$ cat src/rtl/tune_pkg.sv
package tune_pkg;

  localparam int OPT_W      = 3;
  localparam int NUM_STATES = 5;
  localparam int DIGIT_MAX  = 6;
  localparam int WIDE_W     = 40;

  typedef enum logic [2:0] {
    ST_MENU = 3'd0,
    ST_FREQ = 3'd1,
    ST_MODE = 3'd2,
    ST_AGC  = 3'd3,
    ST_PRE  = 3'd4
  } menu_st_e;

  typedef enum logic [2:0] {
    EV_NONE, EV_ENTER, EV_ESC, EV_INC, EV_DEC, EV_RIGHT, EV_LEFT
  } ev_e;

  // Decade step per digit position; positions past the table give 0.
  function automatic logic [WIDE_W-1:0] step_of(input logic [OPT_W-1:0] digit);
    case (digit)
      3'd0:    step_of = WIDE_W'(10_000_000);
      3'd1:    step_of = WIDE_W'(1_000_000);
      3'd2:    step_of = WIDE_W'(100_000);
      3'd3:    step_of = WIDE_W'(10_000);
      3'd4:    step_of = WIDE_W'(1_000);
      3'd5:    step_of = WIDE_W'(100);
      default: step_of = '0;
    endcase
  endfunction

  function automatic logic [WIDE_W-1:0] freq_up(input logic [WIDE_W-1:0] f,
                                                input logic [WIDE_W-1:0] s,
                                                input logic [WIDE_W-1:0] hi);
    logic [WIDE_W-1:0] sum;
    sum = f + s;
    freq_up = (sum > hi) ? hi : sum;
  endfunction

  function automatic logic [WIDE_W-1:0] freq_down(input logic [WIDE_W-1:0] f,
                                                  input logic [WIDE_W-1:0] s,
                                                  input logic [WIDE_W-1:0] lo);
    freq_down = (f > s + lo) ? f - s : lo;
  endfunction

  function automatic logic [OPT_W-1:0] sat_inc(input logic [OPT_W-1:0] o,
                                               input logic [OPT_W-1:0] lim);
    sat_inc = (o < lim) ? o + 1'b1 : lim;
  endfunction

  function automatic logic [OPT_W-1:0] sat_dec(input logic [OPT_W-1:0] o);
    sat_dec = (o > 0) ? o - 1'b1 : '0;
  endfunction

endpackage

$ cat src/rtl/tune_event_arb.sv
module tune_event_arb
  import tune_pkg::*;
(
  input  logic ev_inc,
  input  logic ev_dec,
  input  logic ev_left,
  input  logic ev_right,
  input  logic ev_enter,
  input  logic ev_esc,
  output ev_e  ev_sel,
  output logic ev_any
);
  always_comb begin
    if      (ev_enter) ev_sel = EV_ENTER;
    else if (ev_esc)   ev_sel = EV_ESC;
    else if (ev_inc)   ev_sel = EV_INC;
    else if (ev_dec)   ev_sel = EV_DEC;
    else if (ev_right) ev_sel = EV_RIGHT;
    else if (ev_left)  ev_sel = EV_LEFT;
    else               ev_sel = EV_NONE;
  end

  assign ev_any = (ev_sel != EV_NONE);
endmodule

$ cat src/rtl/tune_freq_calc.sv
module tune_freq_calc
  import tune_pkg::*;
#(
  parameter int FREQ_W   = 32,
  parameter int FREQ_MAX = 30_000_000,
  parameter int FREQ_MIN = 100
) (
  input  logic [FREQ_W-1:0] freq,
  input  logic [OPT_W-1:0]  digit,
  input  logic              tune_up,
  input  logic              tune_down,
  output logic [FREQ_W-1:0] freq_nxt
);
  localparam logic [WIDE_W-1:0] HI_W = WIDE_W'(FREQ_MAX);
  localparam logic [WIDE_W-1:0] LO_W = WIDE_W'(FREQ_MIN);

  logic [WIDE_W-1:0] f_w, s_w, r_w;

  assign f_w = WIDE_W'(freq);
  assign s_w = step_of(digit);

  always_comb begin
    if (tune_up)        r_w = freq_up(f_w, s_w, HI_W);
    else if (tune_down) r_w = freq_down(f_w, s_w, LO_W);
    else                r_w = f_w;
  end

  assign freq_nxt = FREQ_W'(r_w);
endmodule

$ cat src/rtl/tune_option_ctl.sv
module tune_option_ctl
  import tune_pkg::*;
#(
  parameter int MODE_CNT = 4,
  parameter int AGC_CNT  = 3,
  parameter int PRE_CNT  = 3
) (
  input  ev_e                  ev_sel,
  input  menu_st_e             st,
  input  logic [OPT_W-1:0]     opt,
  input  logic [3*OPT_W-1:0]   settings,
  output menu_st_e             st_nxt,
  output logic [OPT_W-1:0]     opt_nxt,
  output logic                 commit
);
  logic [OPT_W-1:0] lim;
  logic             in_setting;

  always_comb begin
    case (st)
      ST_MENU: lim = OPT_W'(NUM_STATES - 1);
      ST_FREQ: lim = OPT_W'(DIGIT_MAX);
      ST_MODE: lim = OPT_W'(MODE_CNT - 1);
      ST_AGC:  lim = OPT_W'(AGC_CNT - 1);
      ST_PRE:  lim = OPT_W'(PRE_CNT - 1);
      default: lim = '0;
    endcase
  end

  assign in_setting = (st == ST_MODE) || (st == ST_AGC) || (st == ST_PRE);

  always_comb begin
    st_nxt  = st;
    opt_nxt = opt;
    commit  = 1'b0;
    case (ev_sel)
      EV_ENTER: begin
        if (st == ST_MENU) begin
          st_nxt = menu_st_e'(opt);
          case (opt)
            3'd2:    opt_nxt = settings[0*OPT_W +: OPT_W];
            3'd3:    opt_nxt = settings[1*OPT_W +: OPT_W];
            3'd4:    opt_nxt = settings[2*OPT_W +: OPT_W];
            default: opt_nxt = '0;
          endcase
        end else begin
          commit  = in_setting;
          st_nxt  = ST_MENU;
          opt_nxt = OPT_W'(st);
        end
      end
      EV_ESC: begin
        if (st != ST_MENU) begin
          st_nxt  = ST_MENU;
          opt_nxt = OPT_W'(st);
        end
      end
      EV_INC:   if (st != ST_FREQ) opt_nxt = sat_inc(opt, lim);
      EV_DEC:   if (st != ST_FREQ) opt_nxt = sat_dec(opt);
      EV_RIGHT: opt_nxt = sat_inc(opt, lim);
      EV_LEFT:  opt_nxt = sat_dec(opt);
      default: ;
    endcase
  end
endmodule

$ cat src/rtl/tune_menu_fsm.sv
module tune_menu_fsm
  import tune_pkg::*;
#(
  parameter int FREQ_W       = 32,
  parameter int FREQ_MAX     = 30_000_000,
  parameter int FREQ_MIN     = 100,
  parameter int FREQ_DEFAULT = 7_074_000,
  parameter int MODE_CNT     = 4,
  parameter int AGC_CNT      = 3,
  parameter int PRE_CNT      = 3
) (
  input  logic              clk,
  input  logic              rst_n,
  input  logic              ev_inc,
  input  logic              ev_dec,
  input  logic              ev_left,
  input  logic              ev_right,
  input  logic              ev_enter,
  input  logic              ev_esc,
  output logic [2:0]        menu_state,
  output logic [2:0]        option,
  output logic [FREQ_W-1:0] freq_hz,
  output logic [FREQ_W:0]   synth_word,
  output logic [2:0]        mode_sel,
  output logic [2:0]        agc_sel,
  output logic [2:0]        pre_sel
);
  localparam int NSET  = 3;
  localparam int SYN_W = FREQ_W + 1;

  ev_e              ev_sel;
  logic             ev_any;
  menu_st_e         st_q, st_n;
  logic [OPT_W-1:0] opt_q, opt_n;
  logic             commit;
  logic             tune_up, tune_down;
  logic [FREQ_W-1:0] freq_q, freq_nxt;
  logic [SYN_W-1:0]  syn_q;
  logic [OPT_W-1:0]  set_q [NSET];
  logic [NSET*OPT_W-1:0] set_flat;

  tune_event_arb u_arb (
    .ev_inc(ev_inc), .ev_dec(ev_dec), .ev_left(ev_left), .ev_right(ev_right),
    .ev_enter(ev_enter), .ev_esc(ev_esc), .ev_sel(ev_sel), .ev_any(ev_any)
  );

  tune_option_ctl #(.MODE_CNT(MODE_CNT), .AGC_CNT(AGC_CNT), .PRE_CNT(PRE_CNT)) u_opt (
    .ev_sel(ev_sel), .st(st_q), .opt(opt_q), .settings(set_flat),
    .st_nxt(st_n), .opt_nxt(opt_n), .commit(commit)
  );

  assign tune_up   = (ev_sel == EV_INC) && (st_q == ST_FREQ);
  assign tune_down = (ev_sel == EV_DEC) && (st_q == ST_FREQ);

  tune_freq_calc #(.FREQ_W(FREQ_W), .FREQ_MAX(FREQ_MAX), .FREQ_MIN(FREQ_MIN)) u_frq (
    .freq(freq_q), .digit(opt_q), .tune_up(tune_up), .tune_down(tune_down),
    .freq_nxt(freq_nxt)
  );

  always_ff @(posedge clk or negedge rst_n) begin
    if (!rst_n) begin
      st_q   <= ST_MENU;
      opt_q  <= '0;
      freq_q <= FREQ_W'(FREQ_DEFAULT);
      syn_q  <= SYN_W'(FREQ_DEFAULT) << 1;
    end else if (ev_any) begin
      st_q   <= st_n;
      opt_q  <= opt_n;
      freq_q <= freq_nxt;
      syn_q  <= {freq_nxt, 1'b0};
    end
  end

  // One stored setting per selectable submenu (mode, AGC, preamp).
  for (genvar g = 0; g < NSET; g++) begin : g_set
    logic hit;
    assign hit = commit && (st_q == menu_st_e'(3'(int'(ST_MODE) + g)));
    always_ff @(posedge clk or negedge rst_n) begin
      if (!rst_n)   set_q[g] <= '0;
      else if (hit) set_q[g] <= opt_q;
    end
    assign set_flat[g*OPT_W +: OPT_W] = set_q[g];
  end

  assign menu_state = st_q;
  assign option     = opt_q;
  assign freq_hz    = freq_q;
  assign synth_word = syn_q;
  assign mode_sel   = set_q[0];
  assign agc_sel    = set_q[1];
  assign pre_sel    = set_q[2];
endmodule

$ cat config.mk
export PLATFORM = sky130hd
export DESIGN_NAME = tune_menu_fsm
export DESIGN_NICKNAME = d
export VERILOG_FILES = /design/src/rtl/tune_pkg.sv /design/src/rtl/tune_event_arb.sv /design/src/rtl/tune_freq_calc.sv /design/src/rtl/tune_option_ctl.sv /design/src/rtl/tune_menu_fsm.sv
export SDC_FILE = /design/constraint.sdc
export NUM_CORES = 1
export LEC_CHECK = 0
export ABC_CLOCK_PERIOD_IN_PS = 12910
export CORE_ASPECT_RATIO = 1.5
export CORE_MARGIN = 5
export CORE_UTILIZATION = 60
export DETAILED_ROUTE_END_ITERATION = 16
export DONT_BUFFER_PORTS = 1
export PLACE_DENSITY = 0.77
export SETUP_SLACK_MARGIN = 0.4
export SLEW_MARGIN = 20
export SYNTH_ARGS = -nofsm -noshare
export SYNTH_HDL_FRONTEND = slang
export SYNTH_SLANG_ARGS = --single-unit
$ cat constraint.sdc
create_clock -name clk -period 12.91 [get_ports clk]
set_clock_uncertainty 0.2 [all_clocks]
set_input_delay 2.582 -clock clk [delete_from_list [all_inputs] [get_ports clk]]
set_output_delay 2.582 -clock clk [all_outputs]
set_load 0.01 [all_outputs]
Word level (Yosys, flattened, before mapping)
Index checks and enable logic that the tools add are counted.
W data, S select, Z words.

operators by class
  equality and inequality tests = 19
  magnitude comparators = 4
  muxes and demuxes = 25
  reductions and logical operators = 18
  add/sub/neg operators = 5

operator list
  operator                 number
  $pmux W24 S6             1
  $mux W32                 4
  $mux W3                  14
  $gt A32 B40 Y1           1
  $add A32 B24 Y33         1
  $gt A33 B25 Y1 const B   1
  $sub A32 B24 Y32         1
  $add A24 B7 Y25 const B  1
  $eq A3 B2 Y1 const B     6
  $eq A3 B3 Y1 const B     6
  $pmux W3 S6              1
  $pmux W3 S4              1
  $eq A3 B1 Y1 const B     3
  $pmux W3 S3              1
  $logic_not A3 Y1         2
  $ne A2 B1 Y1 const B     3
  $pmux W3 S2              1
  $reduce_bool A3 Y1       2
  $reduce_bool A6 Y1       1
  $logic_and A1 B1 Y1      5
  $reduce_and A5 Y1        1
  $reduce_bool A2 Y1       2
  $add A3 B1 Y3 const B    1
  $gt A3 B1 Y1 const B     1
  8 further kinds          10

storage, ports and cells
  register bits after elaboration = 47
  input port bits = 8
  logic and storage cells = 77

Logic depth before layout (Yosys ltp)
Gate-level depths: netlist of the first run.

  depth in word-level cells = 10
  depth in mapped cells = 23

Modules after synthesis
A second synthesis of the first run with hierarchy kept.

unflattened totals
  cells, all modules = 820
  area total of the unflattened synthesis = 6621.4 um^2

modules (own cells, without submodules)
  module           area each (um^2)  times used  seq. area each (um^2)  cells an instance
  tune_freq_calc   3943.8            1           0.0                    598
  tune_menu_fsm    2070.7            1           1191.1                 139
  tune_option_ctl  553.0             1           0.0                    74
  tune_event_arb   53.8              1           0.0                    9

Least setup slack after synthesis of the first run
Ideal clock, no wire load.

  kind = reg-to-reg
  from = register opt_q[0], in the netlist option[0]
  to = register freq_q[30], in the netlist freq_hz[30]
  period minus slack after synthesis = 5083 ps
  path buffers = 1
  arrival = 4779 ps
  required time = 12606 ps
  cell stages (with the launch flop) = 23
  setup slack = 7827 ps
  path through = dfrtp_1 inv_1 ha_1 clkbuf_1 nand2_1 ha_1 nor2b_1 inv_1 o21ai_0 inv_1 ha_1 inv_1 fa_1 a21o_1 a21o_1 a2111oi_0 o31ai_1 a2111oi_0 nor3_1 a21o_1 nor4_1 nand3_1 o311ai_1

on the way
  cells in the longest elaborated chain, start to end = 7
  elaborated cells between the ends (all ways) = 16
  classes of those cells = add/sub: 3; order compare: 2; eq/ne: 5; mux: 5; reduce/logical: 1

RTL lines
  what                                        RTL line              text
  start: declaration                          tune_menu_fsm.sv:34   logic [OPT_W-1:0] opt_q, opt_n;
  start signal: assignment                    tune_menu_fsm.sv:68   opt_q <= opt_n;
  $eq A3 B3 Y1, or another cell as far along  tune_pkg.sv:22        case (digit)
  $pmux W24 S6 (*)                            tune_pkg.sv:22
  $add A24 B7 Y25                             tune_pkg.sv:44        freq_down = (f > s + lo) ? f - s : lo;
  $gt A32 B40 Y1                              tune_pkg.sv:44
  $mux W32                                    tune_pkg.sv:44
  $mux W32                                    tune_freq_calc.sv:24  else if (tune_down) r_w = freq_down(f_w, s_w, LO_W);
  $mux W32 (*)                                tune_freq_calc.sv:23  if (tune_up) r_w = freq_up(f_w, s_w, HI_W);
  end signal: assignment                      tune_menu_fsm.sv:64   freq_q <= FREQ_W'(FREQ_DEFAULT);
  end signal: assignment                      tune_menu_fsm.sv:69   freq_q <= freq_nxt;
  end: declaration                            tune_menu_fsm.sv:37   logic [FREQ_W-1:0] freq_q, freq_nxt;

Mark *: on every way between the ends. The rest lies on a longest branch, timed or not. The select of a mux whose other input is x is not followed.
A chain may end at the register's enable or synchronous reset.

Worst setup path after layout of the first run
  from = register opt_q[0], in the netlist option[0]
  to = register freq_q[2], in the netlist freq_hz[2]

The elaborated chain is that of the path after synthesis.

==> metrics.cfg, run 1 <==
[outcome]
status = completed

[worst_setup_path]
worstSetupEndpointType = flop
reg2reg_from = option[0]
cpMostUsedCell = inv_1
critPathMaxFanout = 13
crit_type = reg2reg
r2r_slack_ns = 6.23
cp_slowest_stage_delay_ns = 0.62
reg2reg_to = freq_hz[2]
worst-r2r-cell-count = 22
crit_chain = inv_1, ha_1, nand2_1, inv_1, nor2_1, inv_1, nor2_1, inv_1, o21ai_0, inv_1, ha_1, fa_1, nand2b_1, a21oi_1, xor2_1, and3_1, nor4_1, nor4_1, a2111o_1, a31oi_2, o21ai_2, a22o_1
path_delay_family = compound AO/OA/AOI/OAI gates
cp.required_ns = 12.90
worst-path-buf-inv = 5
arrival_ns = 6.67
slowest_stage = a31oi_2
crit_path_start_kind = flop

[floorplanning]
die_area_sq_um = 12200
core_area_sq_um = 9740
ioPinCount = 88
start_util_pct = 61.8
die_w_microns = 91.8
chipHeight_microns = 133
fp-row-count = 44

[final_layout]
area_delta_synth_final_pct = -1.37
post-route-cell-area_sq_um = 5940
multi_input_area_sq_um = 4260
area.sequential_sq_um = 1140
final_util_pct = 61.0
nFillCells = 876
nets = 804
antennaDiodeCount = 0
final_cells = 851
drive_gt1_share_pct = 7.61

[grt]
grt_max_degree = 46
use_met1_pct = 35.8
grt.busiest_layer = met2
grt_pass1_wl_mm = 31.0
grt_util_met3_pct = 6.53
grtUsageMet2_pct = 52.5
grt_overflow = 0
grtUsageTotal_pct = 31.5
antenna_found_initial = 0
grt_pass1_vias = 5877

[sta]
setup_viol = 0
tns_ns = 0
post-route-period-util_pct = 51.7
period_needed_ns = 6.68
rsz0062_at_grt = no
slew_viol_final = 0
max_slew.worst_pin.slew_ns = 0.900
timing.fmax_mhz = 150
max_slew_margin_pct = 40.0
finalHoldViolCount = 0

[clock_tree]
tritoncts = built
cts_hold_buf = 0
postCtsSetupBuffers = 0
cts_resized = 0
insertion_delay_ns = 0.30
cts-root-buf = clkbuf_16
cts_max_path_buffers = 2
cts_made_buffers = 5
clock-sinks = 45
clkTransAtPathRegs_ns = 0.07
htreeDepth = 2

[min_path]
min_from = freq_hz[15]
whs_path_depth = 2
hold_path.class = reg2reg
hold_end = freq_hz[15]

[power]
leakagePower_nw = 2.63
peakVddDrop_uv = 193
power_w = 0.00190
power_density_nw_per_um2 = 319

[synthesis]
async_flop_share_pct = 100
synth_area_sq_um = 6020
syn_avg_cell_area_sq_um = 7.55
seq_area_frac_synth_pct = 18.9
synth_cell_type_count = 86
syn-instance-count = 798
synth_top_area_share_pct = 13.7
synth_flop_cell = dfrtp_1
ys_warn_count = 0
synth_edf_count = 0
synth_most_common_cell = nor2_1
synth_largest_area_cell = dfrtp_1
ys_ff_latch = 45
yosys-top-cells-count = nor2_1 (78), nand2_1 (61), ha_1 (59)
synth.area.top_cells = dfrtp_1 (14%), ha_1 (12%), dfstp_2 (5.2%)

[placement]
port_buffers = 0
hpwl_mm = 14.6
dpl_cell_area_sq_um = 5780
gp_congestion = 0.994
placed_cells = 843

[routing]
routed_wl_mm = 19.6
final_antenna_net_count = 0
drt-pass1-iter-count = 5
viasPerCell = 7.17
wl_per_cell_microns = 23.0
drc = 0
drtIter0Drc = 516
vias = 6099

[flow_run]
cap_violations = 0

kinds of logic after synthesis:
kind of cell    Yosys count  share of synthesized area (%)
other cells               1                         0.0623
buf+inv                 133                           10.7
mux                       9                           1.64
flops                    45                           18.9
simple gates            255                           20.2
compound gates          265                           31.4
fa+ha+maj                61                           12.9
xor+xnor                 29                           4.22
per-layer routing:
metal | routed length [microns] | vias up
li1 | - | 2764
met1 | 7240 | 2859
met2 | 9280 | 366
met3 | 1540 | 110
met4 | 1520 | 0
met5 | 0 | -
worst reg2reg max path, delay by kind of cell (launching register included):
| kind | cells | cell delay, ns |
|---|---|---|
| and+or+nand+nor | 7 | 1.72 |
| DFF | 1 | 0.59 |
| AOI/OAI and AO/OA | 6 | 2.00 |
| buffers and inverters | 5 | 0.85 |
| xor gates and xnor gates | 1 | 0.15 |
| adders and majority gates | 3 | 1.04 |
where the power goes:
part / switching (W) / internal (W) / leakage [nW]
Sequential: 0.000153 / 0.000200 / 0.548
Combinational: 0.000866 / 0.000536 / 2.00
Clock: 0.0000640 / 0.0000780 / 0.0735
Total: 0.00108 / 0.000815 / 2.63
layout by cell type, fill, tap and decap left out, drive strengths merged, types with 9 or more instances in the layout:
| cell | Yosys | routed |
|---|---|---|
| nand2 | 62 | 62 |
| xnor2 | 22 | 22 |
| inv | 53 | 54 |
| o21ai | 57 | 57 |
| nand2b | 13 | 13 |
| nand4 | 10 | 10 |
| o31ai | 10 | 10 |
| dfstp | 12 | 12 |
| ha | 59 | 59 |
| nor4 | 13 | 13 |
| nor2 | 78 | 78 |
| nand3 | 19 | 19 |
| a31oi | 19 | 19 |
| a2111oi | 9 | 9 |
| dfrtp | 33 | 33 |
| nor3 | 21 | 21 |
| a21o | 19 | 19 |
| a21oi | 50 | 50 |
| nor2b | 10 | 10 |
| a211oi | 11 | 11 |
final cells by class:
class	instances	share of cell area, %
timing repair buffer	6	0.758
tap	115	2.42
inverter	53	3.35
clock buffer	6	2.34
clock inverter	2	0.274
sequential	45	19.2
multi-input combinational	624	71.6
state kept, by name (all words and copies together) (netlist names):
signal,flops
freq_hz,30
option,3
pre_sel,3
mode_sel,3
agc_sel,3
menu_state,3
metrics by stage:
stage	setup WS, ns	hold slack, ns
floorplan	7.83	0.327
global placement	6.49	0.362
detailed placement	6.45	0.377
CTS	6.40	0.387
global route	5.91	0.412
finish	6.23	0.384
worst max-delay path by stage:
stage | from | to | slack [ns] | cells after the start
final | option[0] | freq_hz[2] | 6.23 | 22
after detailed placement | option[0] | freq_hz[24] | 6.45 | 22
after floorplan | option[0] | freq_hz[30] | 7.83 | 22
after CTS | option[0] | freq_hz[11] | 6.40 | 22
after global placement | option[0] | freq_hz[11] | 6.49 | 22
after global routing | option[0] | freq_hz[23] | 5.91 | 22
(Power assumes the default switching activity.)
==> inputs of run 2 (changes only) <==
ABC_CLOCK_PERIOD_IN_PS = 5700   (was 12910)
PLACE_DENSITY = 0.8   (was 0.77)
clock period = 5.7 ns   (was 12.91 ns; I/O delays follow)
==> metrics.cfg, run 2 (synthesis gave the netlist of run 1 again) <==
[placement]
port_buffers = 0  ; unchanged
hpwl_mm = 15.1  ; +3.1%
dpl_cell_area_sq_um = 5930  ; +2.5%
gp_congestion = 1.01  ; +1.5%
pre_cts_ws_ns = 0.160  ; -6.29 ns

[worst_setup_path]
crit_path_start_kind = flop
worstSetupEndpointType = flop
r2r_slack_ns = 0.57  ; -5.65 ns
cp_slowest_stage_delay_ns = 0.48  ; -0.14 ns
crit_chain = inv_1, ha_2, nand2_1, ha_1, nor2b_1, buf_4, ha_2, nor2b_1, or4_1, o21a_2, a211oi_2, xnor2_1, nor4_2, a2111o_1, a31oi_4, buf_4, o21ai_4, buf_4, a32oi_1
cp.required_ns = 5.70  ; -7.20 ns
slowest_stage = ha_2
cpMostUsedCell = buf_4
critPathMaxFanout = 9  ; -4
crit_type = reg2reg
arrival_ns = 5.13  ; -1.54 ns

[final_layout]
final_common_cell = nor2_1
nFillCells = 852  ; -2.7%
area_delta_synth_final_pct = 3.45
nets = 826  ; +2.7%
drive_gt1_share_pct = 12.5  ; +4.9 points
largest_register_ffs = 30  ; unchanged
post-route-cell-area_sq_um = 6230  ; +4.9%
most-common-layout-cells = nor2_1 (75), nand2_1 (60), ha_1 (57)
antennaDiodeCount = 0  ; unchanged

[power]
clkPwrFrac_pct = 6.8  ; -0.7 points
leakagePower_nw = 2.76  ; +5.1%
peakVddDrop_uv = 459  ; +140%
switching_power_w = 0.00259  ; +140%
power.internal_w = 0.00197  ; +140%
p_sw_share_pct = 56.9  ; -0.21 points
seq_power_share_pct = 16.7  ; -1.9 points
combPwrFrac_pct = 76.5  ; +2.6 points
power_w = 0.00456  ; +140%
power_density_nw_per_um2 = 732  ; +130%

[outcome]
status = completed

[clock_tree]
htreeDepth = 2  ; unchanged
cts_made_buffers = 5  ; unchanged
cts_hold_buf = 0  ; unchanged
insertion_delay_ns = 0.30  ; about the same
tritoncts = built
cts-root-buf = clkbuf_16
cts_max_path_buffers = 2  ; unchanged
clkTransAtPathRegs_ns = 0.07  ; about the same
clock-sinks = 45  ; unchanged

[sta]
slew_viol_final = 0  ; unchanged
timing.fmax_mhz = 195  ; +30%
period_needed_ns = 5.13  ; -1.56 ns
finalHoldViolCount = 0  ; unchanged
max_slew.worst_pin.slew_ns = 0.699  ; -0.202 ns
setup_viol = 0  ; unchanged
tns_ns = 0  ; unchanged
post-route-period-util_pct = 89.9  ; +38 points
whs_ns = 0.329  ; -0.0544 ns
rsz0062_at_grt = yes
max_slew_margin_pct = 52.2  ; +12 points
layout_setup_ws_ns = 0.575  ; -5.65 ns

[floorplanning]
chipHeight_microns = 133  ; unchanged
ioPinCount = 88  ; unchanged
start_util_pct = 61.8  ; unchanged
die_area_sq_um = 12200  ; unchanged
die_w_microns = 91.8  ; unchanged
fp-row-count = 44  ; unchanged
core_area_sq_um = 9740  ; unchanged

[routing]
routed_wl_mm = 20.1  ; +2.5%
drc = 0  ; unchanged
final_antenna_net_count = 0  ; unchanged
vias = 6158  ; +0.97%
drtIter0Drc = 478  ; -7.4%
drt-pass1-iter-count = 8  ; +3
viasPerCell = 7.05  ; -1.6%
wl_per_cell_microns = 23.0  ; -0.10%

[flow_run]
cap_violations = 0  ; unchanged

[grt]
grt_pass1_vias = 5869  ; -0.14%
grt_max_degree = 46  ; unchanged
grtUsageTotal_pct = 32.1  ; +0.67 points
antenna_found_initial = 0  ; unchanged
grt_overflow = 0  ; unchanged
grt_pass1_wl_mm = 31.5  ; +1.6%

[min_path]
hold_path.class = in2async

==> run 2: final timing paths <==
| kind | from | end | cells after the start |
|---|---|---|---|
| max | option[0] | freq_hz[24] | 19 |
| min reg2reg | freq_hz[14] | freq_hz[14] | 2 |
| max in group asynchronous | rst_n | freq_hz[14] | 0 |
| max reg2reg | option[0] | freq_hz[24] | 19 |
| min | rst_n | freq_hz[28] | 0 |
| min in group clk | freq_hz[14] | freq_hz[14] | 2 |
==> run 2: final cells by class <==
cell class,count,area [sq um],area share (%)
Tap cell,115,144,2.31
Clock inverter,2,16.3,0.261
Timing Repair Buffer,28,210,3.37
Sequential cell,45,1140,18.3
Inverter,53,199,3.19
Clock buffer,6,129,2.07
Multi-Input combinational cell,624,4390,70.5
==> run 2: repair_timing <==
| item | CTS | global route |
|---|---|---|
| setup endpoints to repair | 24 | 27 |
| pin swaps | 1 | 1 |
| setup buffers | 2 | 1 |
| gates resized for setup | 8 | 20 |
==> run 2: critical path: cells and delay by family, from the launching register on <==
kind,cells,cell delay [ns]
AND/OR/NAND/NOR,5,0.83
buffers and inverters,4,0.73
AO/OA/AOI/OAI,6,1.65
adder cells (fa/ha/maj),3,1.00
flip-flops,1,0.39
XOR/XNOR,1,0.20
==> run 2: per-layer routing <==
metal | up-vias | routed length (microns) | track usage, %
met3 | 102 | 1500 | 6.08
met5 | - | 0 | 0
met4 | 0 | 1230 | 18.1
li1 | 2814 | - | -
met1 | 2904 | 7510 | 37.3
met2 | 338 | 9820 | 54.9
==> run 2: per-stage QoR <==
stage	util, %	instances
final	63.9	873
after global routing	63.9	873
after CTS	62.8	872
after detailed placement	60.8	862
after global placement	60.8	862
after floorplan	-	802
==> run 2: power by group through the flow <==
stage          Combinational (W)  Clock (W)  Sequential, W
2_1_floorplan            0.00257          0       0.000628
3_3_place_gp             0.00316          0       0.000763
3_5_place_dp             0.00320          0       0.000766
4_1_cts                  0.00325   0.000313       0.000760
5_1_grt                  0.00378   0.000328       0.000786
6_report                 0.00349   0.000310       0.000760
